--- src/rtl/i2c_slp_pkg.sv ---
package i2c_slp_pkg;

  typedef enum logic [2:0] {
    ST_STANDBY,
    ST_ADDR,
    ST_RS,
    ST_CMD,
    ST_ENTER,
    ST_SLEEP,
    ST_RECOVER
  } seq_state_t;

  // Device address header match: upper nibble fixed, next three bits strap
  function automatic logic addr_hit(input logic [6:0] hdr,
                                    input logic [3:0] nibble,
                                    input logic [2:0] strap);
    return (hdr[6:3] == nibble) && (hdr[2:0] == strap);
  endfunction

endpackage

--- src/rtl/i2c_slp_sampler.sv ---
module i2c_slp_sampler #(
  parameter int STAGES = 2
) (
  input  logic clk,
  input  logic rst_n,
  input  logic scl_in,
  input  logic sda_in,
  output logic sda_now,
  output logic scl_rise,
  output logic scl_fall,
  output logic bus_start,
  output logic bus_stop
);
  localparam int LAST = STAGES - 1;

  logic [LAST:0] scl_sync, sda_sync;
  logic          scl_q, sda_q, scl_now;

  always_ff @(posedge clk) begin
    if (!rst_n) begin
      scl_sync <= '1;
      sda_sync <= '1;
      scl_q    <= 1'b1;
      sda_q    <= 1'b1;
    end else begin
      scl_sync <= {scl_sync[LAST-1:0], scl_in};
      sda_sync <= {sda_sync[LAST-1:0], sda_in};
      scl_q    <= scl_sync[LAST];
      sda_q    <= sda_sync[LAST];
    end
  end

  assign scl_now   = scl_sync[LAST];
  assign sda_now   = sda_sync[LAST];
  assign scl_rise  = scl_now & ~scl_q;
  assign scl_fall  = ~scl_now & scl_q;
  assign bus_start = scl_now & scl_q & sda_q & ~sda_now;
  assign bus_stop  = scl_now & scl_q & ~sda_q & sda_now;

endmodule

--- src/rtl/i2c_slp_shifter.sv ---
module i2c_slp_shifter #(
  parameter int DATA_W = 8
) (
  input  logic              clk,
  input  logic              rst_n,
  input  logic              scl_rise,
  input  logic              scl_fall,
  input  logic              bus_start,
  input  logic              bus_stop,
  input  logic              sda_bit,
  input  logic              ack_req,
  output logic              byte_done,
  output logic [DATA_W-1:0] byte_val,
  output logic              first_byte,
  output logic              ninth_rise,
  output logic              ack_end,
  output logic              sda_pull_low
);
  localparam int CNT_W = $clog2(DATA_W + 2);
  localparam logic [CNT_W-1:0] LAST_BIT = CNT_W'(DATA_W - 1);
  localparam logic [CNT_W-1:0] ACK_SLOT = CNT_W'(DATA_W);

  logic [CNT_W-1:0]  bit_cnt;
  logic [DATA_W-2:0] shreg;
  logic              first_q, ack_pend, pull_q;

  assign byte_done    = scl_rise && (bit_cnt == LAST_BIT);
  assign byte_val     = {shreg, sda_bit};
  assign ninth_rise   = scl_rise && (bit_cnt == ACK_SLOT);
  assign ack_end      = scl_fall && pull_q;
  assign first_byte   = first_q;
  assign sda_pull_low = pull_q;

  always_ff @(posedge clk) begin
    if (!rst_n) begin
      bit_cnt  <= '0;
      shreg    <= '0;
      first_q  <= 1'b0;
      ack_pend <= 1'b0;
      pull_q   <= 1'b0;
    end else if (bus_start || bus_stop) begin
      bit_cnt  <= '0;
      first_q  <= bus_start;
      ack_pend <= 1'b0;
      pull_q   <= 1'b0;
    end else begin
      if (scl_rise) begin
        if (bit_cnt == ACK_SLOT) begin
          bit_cnt <= '0;
        end else begin
          shreg   <= {shreg[DATA_W-3:0], sda_bit};
          bit_cnt <= bit_cnt + 1'b1;
        end
      end
      if (byte_done) begin
        first_q  <= 1'b0;
        ack_pend <= ack_req;
      end
      if (scl_fall) begin
        if (pull_q) begin
          pull_q   <= 1'b0;
          ack_pend <= 1'b0;
        end else if (bit_cnt == ACK_SLOT && ack_pend) begin
          pull_q <= 1'b1;
        end
      end
    end
  end

  // the ACK drive only ever begins on an SCL falling edge
  assert_ack_starts_on_fall_R10: assert property (@(posedge clk) disable iff (!rst_n)
    $rose(pull_q) |-> $past(scl_fall));
  // the ACK drive ends on an SCL fall or a bus condition, never mid-phase
  assert_ack_ends_on_fall_R10: assert property (@(posedge clk) disable iff (!rst_n)
    $fell(pull_q) |-> $past(scl_fall || bus_start || bus_stop));

endmodule

--- src/rtl/i2c_slp_rec_timer.sv ---
module i2c_slp_rec_timer #(
  parameter int REC_CYCLES = 300
) (
  input  logic clk,
  input  logic rst_n,
  input  logic load,
  output logic busy,
  output logic done
);
  localparam int CW = $clog2(REC_CYCLES + 1);

  logic [CW-1:0] cnt;

  always_ff @(posedge clk) begin
    if (!rst_n)          cnt <= '0;
    else if (load)       cnt <= CW'(REC_CYCLES);
    else if (cnt != '0)  cnt <= cnt - 1'b1;
  end

  assign busy = (cnt != '0);
  assign done = (cnt == CW'(1));

  // a running recovery is never restarted by bus traffic
  assert_no_reload_busy_R9: assert property (@(posedge clk) disable iff (!rst_n)
    load |-> !busy);

endmodule

--- src/rtl/i2c_slp_ctrl.sv ---
module i2c_slp_ctrl
  import i2c_slp_pkg::*;
#(
  parameter logic [3:0] ADDR_NIBBLE = 4'b1010,
  parameter logic [7:0] ENTRY_CODE  = 8'hF8,
  parameter logic [7:0] SLEEP_CODE  = 8'h86
) (
  input  logic       clk,
  input  logic       rst_n,
  input  logic       bus_start,
  input  logic       bus_stop,
  input  logic       byte_done,
  input  logic [7:0] byte_val,
  input  logic       first_byte,
  input  logic       ninth_rise,
  input  logic       ack_end,
  input  logic       rec_done,
  input  logic [2:0] strap_addr,
  output logic       ack_req,
  output logic       rec_load,
  output logic       asleep,
  output logic       recovering,
  output logic       standby_ready
);
  seq_state_t st, nxt;
  logic       wake_arm, hit;

  assign hit = addr_hit(byte_val[7:1], ADDR_NIBBLE, strap_addr);

  always_comb begin
    nxt      = st;
    ack_req  = 1'b0;
    rec_load = 1'b0;
    unique case (st)
      ST_STANDBY: if (byte_done && first_byte && byte_val == ENTRY_CODE) begin
        ack_req = 1'b1;
        nxt     = ST_ADDR;
      end
      ST_ADDR: begin
        if (bus_start || bus_stop) nxt = ST_STANDBY;
        else if (byte_done) begin
          ack_req = hit;
          nxt     = hit ? ST_RS : ST_STANDBY;
        end
      end
      ST_RS: begin
        if (bus_start)                  nxt = ST_CMD;
        else if (bus_stop || byte_done) nxt = ST_STANDBY;
      end
      ST_CMD: begin
        if (bus_start || bus_stop) nxt = ST_STANDBY;
        else if (byte_done) begin
          ack_req = (byte_val == SLEEP_CODE);
          nxt     = ack_req ? ST_ENTER : ST_STANDBY;
        end
      end
      ST_ENTER: begin
        if (ack_end)                    nxt = ST_SLEEP;
        else if (bus_start || bus_stop) nxt = ST_STANDBY;
      end
      ST_SLEEP: if (ninth_rise && wake_arm) begin
        rec_load = 1'b1;
        nxt      = ST_RECOVER;
      end
      ST_RECOVER: if (rec_done) nxt = ST_STANDBY;
      default: nxt = ST_STANDBY;
    endcase
  end

  always_ff @(posedge clk) begin
    if (!rst_n) begin
      st       <= ST_STANDBY;
      wake_arm <= 1'b0;
    end else begin
      st <= nxt;
      if (bus_start || bus_stop || ninth_rise)
        wake_arm <= 1'b0;
      else if (st == ST_SLEEP && byte_done && first_byte && hit)
        wake_arm <= 1'b1;
    end
  end

  assign asleep        = (st == ST_SLEEP);
  assign recovering    = (st == ST_RECOVER);
  assign standby_ready = !asleep && !recovering;

  // sleep is entered only as an ACK clock ends
  assert_sleep_after_ack_R4: assert property (@(posedge clk) disable iff (!rst_n)
    $rose(asleep) |-> $past(ack_end));
  // recovery starts only on a ninth SCL rising edge
  assert_wake_on_ninth_R7: assert property (@(posedge clk) disable iff (!rst_n)
    $rose(recovering) |-> $past(ninth_rise));
  // recovery ends only when the timer expires
  assert_rec_ends_on_timer_R7: assert property (@(posedge clk) disable iff (!rst_n)
    $fell(recovering) |-> $past(rec_done));
  // the three status flags are mutually exclusive and complete
  assert_flags_onehot_R8: assert property (@(posedge clk) disable iff (!rst_n)
    $countones({asleep, recovering, standby_ready}) == 1);

endmodule

--- src/rtl/i2c_slp_seq.sv ---
module i2c_slp_seq #(
  parameter int         REC_CYCLES  = 300,
  parameter int         SYNC_STAGES = 2,
  parameter logic [3:0] ADDR_NIBBLE = 4'b1010,
  parameter logic [7:0] ENTRY_CODE  = 8'hF8,
  parameter logic [7:0] SLEEP_CODE  = 8'h86
) (
  input  logic       clk,
  input  logic       rst_n,
  input  logic       scl_in,
  input  logic       sda_in,
  input  logic [2:0] strap_addr,
  output logic       sda_pull_low,
  output logic       asleep,
  output logic       recovering,
  output logic       standby_ready
);
  logic       sda_now, scl_rise, scl_fall, bus_start, bus_stop;
  logic       byte_done, first_byte, ninth_rise, ack_end;
  logic [7:0] byte_val;
  logic       ack_req, rec_load, rec_busy, rec_done;

  i2c_slp_sampler #(.STAGES(SYNC_STAGES)) u_sampler (
    .clk(clk), .rst_n(rst_n), .scl_in(scl_in), .sda_in(sda_in),
    .sda_now(sda_now), .scl_rise(scl_rise), .scl_fall(scl_fall),
    .bus_start(bus_start), .bus_stop(bus_stop)
  );

  i2c_slp_shifter #(.DATA_W(8)) u_shifter (
    .clk(clk), .rst_n(rst_n), .scl_rise(scl_rise), .scl_fall(scl_fall),
    .bus_start(bus_start), .bus_stop(bus_stop), .sda_bit(sda_now),
    .ack_req(ack_req), .byte_done(byte_done), .byte_val(byte_val),
    .first_byte(first_byte), .ninth_rise(ninth_rise), .ack_end(ack_end),
    .sda_pull_low(sda_pull_low)
  );

  i2c_slp_ctrl #(
    .ADDR_NIBBLE(ADDR_NIBBLE), .ENTRY_CODE(ENTRY_CODE), .SLEEP_CODE(SLEEP_CODE)
  ) u_ctrl (
    .clk(clk), .rst_n(rst_n), .bus_start(bus_start), .bus_stop(bus_stop),
    .byte_done(byte_done), .byte_val(byte_val), .first_byte(first_byte),
    .ninth_rise(ninth_rise), .ack_end(ack_end), .rec_done(rec_done),
    .strap_addr(strap_addr), .ack_req(ack_req), .rec_load(rec_load),
    .asleep(asleep), .recovering(recovering), .standby_ready(standby_ready)
  );

  i2c_slp_rec_timer #(.REC_CYCLES(REC_CYCLES)) u_timer (
    .clk(clk), .rst_n(rst_n), .load(rec_load), .busy(rec_busy), .done(rec_done)
  );

  // SDA is left alone while asleep or recovering
  assert_quiet_when_down_R6: assert property (@(posedge clk) disable iff (!rst_n)
    (asleep || recovering) |-> !sda_pull_low);
  // the recovering flag tracks the running timer
  assert_flag_matches_timer_R7: assert property (@(posedge clk) disable iff (!rst_n)
    recovering == rec_busy);

endmodule

--- config.mk ---
export PLATFORM = sky130hd
export DESIGN_NAME = i2c_slp_seq
export DESIGN_NICKNAME = d
export VERILOG_FILES = /design/src/rtl/i2c_slp_pkg.sv /design/src/rtl/i2c_slp_sampler.sv /design/src/rtl/i2c_slp_shifter.sv /design/src/rtl/i2c_slp_rec_timer.sv /design/src/rtl/i2c_slp_ctrl.sv /design/src/rtl/i2c_slp_seq.sv
export SDC_FILE = /design/constraint.sdc
export NUM_CORES = 1
export LEC_CHECK = 0
export BUFFER_PORTS_ARGS = -buffer_cell sky130_fd_sc_hd__clkbuf_2
export CORE_MARGIN = 4
export CORE_UTILIZATION = 49
export DETAILED_ROUTE_END_ITERATION = 8
export PLACE_DENSITY = 0.69
export RECOVER_POWER = 50
export SLEW_MARGIN = 10
export SYNTH_ARGS = -nofsm -noshare
export SYNTH_HDL_FRONTEND = slang
export SYNTH_SLANG_ARGS = --single-unit
--- constraint.sdc ---
create_clock -name clk -period 2.58 [get_ports clk]
set_clock_uncertainty 0.15 [all_clocks]
set_input_delay 0 -clock clk [delete_from_list [all_inputs] [get_ports clk]]
set_output_delay 0 -clock clk [all_outputs]
set_load 0.03 [all_outputs]
; Yosys cells after proc, flatten, opt, wreduce, memory -nomap -nowiden
; Cells that the tools add are included.
[totals]
n_memories = 0
ramBits = 0
reg_bits = 33
word_cells = 103
latch_bits = 0
output_inout_bits = 4
rom_bits = 0
[op_classes]
n_eq_ne = 20
order_cmp = 0
n_reduce_logical = 26
n_bitwise = 14
mux = 28
n_shift = 0
n_addsub = 2
div = 0
n_mul = 0
[op_table]
columns = cell, count
row1 = 2-to-1 mux 3 bit, 12
row2 = case mux 3 bit (7 select lines), 1
row3 = 2-to-1 mux 9 bit, 2
row4 = "equality test 8 bit, second input constant", 2
row5 = logical AND 1 bit, 12
row6 = 2-to-1 mux 1 bit, 10
row7 = "equality test 3 bit, second input constant", 3
row8 = "equality test 9 x 1 -> 1 bit, second input constant", 1
row9 = "!= test 3 x 1 -> 1 bit, second input constant", 3
row10 = nonzero test 9 bit, 1
row11 = "subtractor 9 x 1 -> 9 bit, second input constant", 1
row12 = "equality test 4 bit, second input constant", 2
row13 = AND 1 bit, 7
row14 = NOT 1 bit, 7
row15 = AND reduction 7 bit, 1
row16 = "equality test 3 x 2 -> 1 bit, second input constant", 2
row17 = OR reduction 2 bit, 3
row18 = "adder 4 x 1 -> 4 bit, second input constant", 1
row19 = "equality test 4 x 3 -> 1 bit, second input constant", 1
row20 = 2-to-1 mux 4 bit, 1
row21 = "!= test 2 bit, second input constant", 2
row22 = nonzero test 2 bit, 2
row23 = "equality test 3 x 1 -> 1 bit, second input constant", 1
row24 = equality test 3 bit, 1
row25 = other kinds (8), 11

; Longest topological paths before layout
[logic_depth]
depth_word = 10
mapped_depth = 7
ltp_nobuf = 7

; Hierarchy
; From an unflattened synthesis, not the netlist that was laid out.
[unflattened]
cells_unflattened = 209
area_unflattened_um2 = 1835.5
[by_module_without_submodules]
columns = mod, cells_each, instances, area_each_um2
row1 = i2c_slp_shifter, 69, 1, 650.6
row2 = i2c_slp_rec_timer, 60, 1, 503.0
row3 = i2c_slp_ctrl, 64, 1, 491.7
row4 = i2c_slp_sampler, 16, 1, 190.2

; Least setup slack after synthesis
; Ideal clock, no wire load.
[synth_path]
path_kind = reg2reg
start = reg u_shifter.shreg[0]
end = reg u_ctrl.st[1]
period_less_slack_ns = 1.910
arrival_time_ns = 1.691
slack_ns = 0.670
path_stages_with_launch = 6
cell_sequence = dfxtp_1 or4b_4 nor4_4 a211oi_2 or3_1 a21oi_1
[synth_between]
elab_chain_cells = 6
word_cells_on_any_way = 10
classes_between = eq/ne: 3 / mux: 4 / reduce/logical: 3
[synth_lines]
columns = item, line
row1 = "start, declared", i2c_slp_shifter.sv:24  ; logic [DATA_W-2:0] shreg;
row2 = "start signal, assigned", i2c_slp_shifter.sv:51  ; shreg <= {shreg[DATA_W-3:0], sda_bit};
row3 = equality test 3 bit, i2c_slp_pkg.sv:17  ; return (hdr[6:3] == nibble) && (hdr[2:0] == strap);
row4 = logical AND 1 bit, i2c_slp_pkg.sv:17
row5 = 2-to-1 mux 2 bit, i2c_slp_ctrl.sv:43  ; nxt = hit ? ST_RS : ST_STANDBY;
row6 = 2-to-1 mux 3 bit, i2c_slp_ctrl.sv:41  ; else if (byte_done) begin
row7 = 2-to-1 mux 3 bit, i2c_slp_ctrl.sv:40  ; if (bus_start || bus_stop) nxt = ST_STANDBY;
row8 = case mux 3 bit (7 select lines), i2c_slp_ctrl.sv:34  ; unique case (st)
row9 = "end signal, assigned", i2c_slp_ctrl.sv:75  ; st <= nxt;
row10 = "end, declared", i2c_slp_ctrl.sv:25  ; seq_state_t st, nxt;
; Parallel ways exist; a longest one is shown, timed or not. The select of a mux whose other input is x is not followed.
; A chain may end at the register's enable or synchronous reset.

; Worst setup path after layout
[layout_path]
start = reg u_timer.cnt[5]
end = reg u_ctrl.st[1]
[layout_between]
elab_chain_cells = 3
[layout_lines]
columns = item, line
row1 = "start, declared", i2c_slp_rec_timer.sv:12  ; logic [CW-1:0] cnt;
row2 = "start signal, assigned", i2c_slp_rec_timer.sv:16  ; else if (load) cnt <= CW'(REC_CYCLES);
row3 = "start signal, assigned", i2c_slp_rec_timer.sv:17  ; else if (cnt != '0) cnt <= cnt - 1'b1;
row4 = equality test 9 x 1 -> 1 bit, i2c_slp_rec_timer.sv:21  ; assign done = (cnt == CW'(1));
row5 = != test 2 bit (no source line), -
row6 = AND reduction 7 bit (no source line), -
; No other way between the ends.

==> flow_summary.toml <==
[floorplanning]
std_cell_rows = 20
fp.dieW_um = 66.54
ioPinCount = 11
die_area_um2 = 4428
start_util_pct = 53.25
core-area_um2 = 3153
die_h_um = 66.54

[yosys]
synth_top_area_share_pct = 39.34
yosysMostFrequentCell = "dfxtp_1"
yosysTopAreaCell = "dfxtp_1"
ys_dominant_reg_cell = "dfxtp_1"
async_flop_share_pct = 0
ys_types = 49
ys_warn_count = 0
ys_seq_area_share_pct = 39.34
syn_inst = 188
syn-cell-area_um2 = 1679
yosys_register_bits = 33
synth_area_per_cell_um2 = 8.931
synth_edf_count = 0
synth_nets = 199
synthTopCellsByArea = "dfxtp_1 (39%), nor2_1 (7.2%), xor2_1 (4.7%)"
synth_top_cells_by_count = "dfxtp_1 (33), nor2_1 (32), inv_1 (9), nand2b_1 (9), xor2_1 (9)"

[pwr]
ir_drop_uv = 486.7
power.density_nw_per_um2 = 707.2
p_leak_nw = 0.7978
total_power_mw = 1.322

[placement]
post-place-ws_ns = 0.5649
gp_congestion = 0.8781
dpl_cell_area_um2 = 1755
place_hpwl_um = 2444
io_buffers = 10
post-place-cells = 237

[clock_network]
insertion_delay_ns = 0.34
clkSinkCount = 33
path_clk_slew_ns = 0.10
h-tree-depth = 2
cts_resized = 0
cts_tree = "built"
cts_setup_buffers = 0
numCtsBuffers = 5
clock_path_buffers = 2
hold_buffers = 5
root_buffer = "clkbuf_4"

[critical_path]
crit_family = "simple AND/OR/NAND/NOR gates"
r2r_start = "u_timer.cnt[5]"
crit_fanout = 4
worstSetupPathType = "register to register"
rr_endpoint = "u_ctrl.st[1]"
slowest_stage = "nor4_2"
worstPathCellList = "nor4_2, a21boi_1, a311o_1, or3_1, a21oi_1"
end_kind = "register"
cp.required_ns = 2.70
max_stage_delay_ns = 0.47
arrival_ns = 2.17
rr_worst_depth = 5
path_depth = 5
critPathLaunchType = "register"
cp_num_buf_inv = 0
rrSetupSlack_ns = 0.53

[route]
avgRoutedWirePerCell_um = 13.18
ant_nets = 0
drt_iter0_drc = 93
routed_via_density = 5.500
drc_errors = 0
vias = 1375
dr.pass1.iters = 4
drt-total-wl_um = 3296

[timing]
worstMarginPinSlew_ns = 0.6071
setup_viol = 0
drv_slew = 0
period_needed_ns = 2.051
max_slew_margin_pct = 59.53
whs_ns = 0.1385
hold_violations = 0
post-route-period-util_pct = 79.49
setup_ws_ns = 0.5291
fin_tns_setup_ns = 0
rsz0062_at_grt = "false"
achievable-frequency_mhz = 487.6

[grt]
gr-total-overflow = 0
antenna_found_initial = 0
grt_pass1_vias = 1265
grt_pass1_wl_um = 5658
grt_max_degree = 14
track_usage_pct = 16.90

[min_path]
min_to = "u_ctrl.wake_arm"
whs_path_depth = 5
hold_class = "input pin to register"
hp-start = "strap_addr[1]"

[status]
outcome = "completed"

[run]
drv_cap = 0

[cells_and_area]
fillCellCount = 299
seq_area_um2 = 660.6
drive_gt1_share_pct = 10.68
syn_to_final_growth_pct = 11.33
fin_area_um2 = 1869
post_layout_nonfiller_instances = 250
fin_util_pct = 59.29
multiInputGateArea_um2 = 944.7
nets = 216
diodes = 0
cells in the final DEF (no fill, tap or decap), types with 2 or more instances in the layout:
cell | netlist | final
clkbuf_4 | 0 | 5
nor2_1 | 32 | 32
xor2_1 | 9 | 9
and3b_1 | 2 | 2
inv_1 | 9 | 9
nor2b_1 | 2 | 2
mux2i_1 | 7 | 7
nand3b_1 | 5 | 5
nand4_1 | 7 | 7
nand3_1 | 5 | 5
nand4b_1 | 2 | 2
clkbuf_2 | 0 | 5
a31oi_1 | 2 | 2
clkbuf_1 | 2 | 5
xnor2_1 | 3 | 3
clkbuf_8 | 0 | 2
nor4b_1 | 3 | 3
nor4_2 | 2 | 2
o21ai_1 | 2 | 2
nand2_1 | 8 | 8
or3_1 | 2 | 2
dlygate4sd3_1 | 0 | 5
dfxtp_1 | 33 | 33
nand2b_1 | 9 | 9
a21o_1 | 2 | 2
a21oi_1 | 8 | 8
ha_1 | 4 | 4
cells by family after synthesis:
| group | share of synthesized area, % |
|---|---|
| fa+ha+maj | 2.981 |
| buf+inv | 4.396 |
| simple gates | 30.77 |
| mux | 4.844 |
| flops | 39.34 |
| compound gates | 11.40 |
| xor+xnor | 6.260 |
power breakdown:
part | switching [mW] | internal [mW]
sequential | 0.0570 | 0.569
clock | 0.170 | 0.158
combinational | 0.204 | 0.165
area by class of cell:
| class | count | share of cell area [%] |
|---|---|---|
| clock inverter | 1 | 0.2677 |
| tap | 44 | 2.945 |
| clock buffer | 7 | 3.481 |
| sequential | 33 | 35.34 |
| timing repair buffer | 16 | 5.422 |
| multi-input combinational | 139 | 50.54 |
| inverter | 10 | 2.008 |
worst max-delay path by stage:
| stage | start | endpoint |
|---|---|---|
| 2_1_floorplan | u_shifter.shreg[0] | u_ctrl.st[1] |
| 3_3_place_gp | u_shifter.shreg[0] | u_ctrl.st[1] |
| 3_5_place_dp | u_shifter.shreg[0] | u_ctrl.st[1] |
| 4_1_cts | u_timer.cnt[5] | u_ctrl.st[1] |
| 5_1_grt | u_shifter.shreg[0] | u_ctrl.st[1] |
| 6_report | u_timer.cnt[5] | u_ctrl.st[1] |
layer usage:
layer / GRT usage [%] / wire length [µm]
met5: 0 / 0
met2: 23.64 / 1394
met3: 4.553 / 186
met1: 23.16 / 1647
met4: 9.391 / 68
worst reg2reg max path: cells and delay by family, from the launching register on:
family          cells  cell delay [ns]
simple gates        2             0.83
compound gates      3             0.64
flops               1             0.37
sequential cells by signal (all words and copies together) (netlist names):
name and cells:
u_ctrl.st 3, u_ctrl.wake_arm 1, u_sampler.scl_q 1, u_sampler.scl_sync 2, u_sampler.sda_q 1, u_sampler.sda_sync 2, u_shifter.ack_pend 1, u_shifter.bit_cnt 4
u_shifter.first_byte 1, u_shifter.sda_pull_low 1, u_shifter.shreg 7, u_timer.cnt 9
Note: power is estimated with default switching activity, not from simulation.
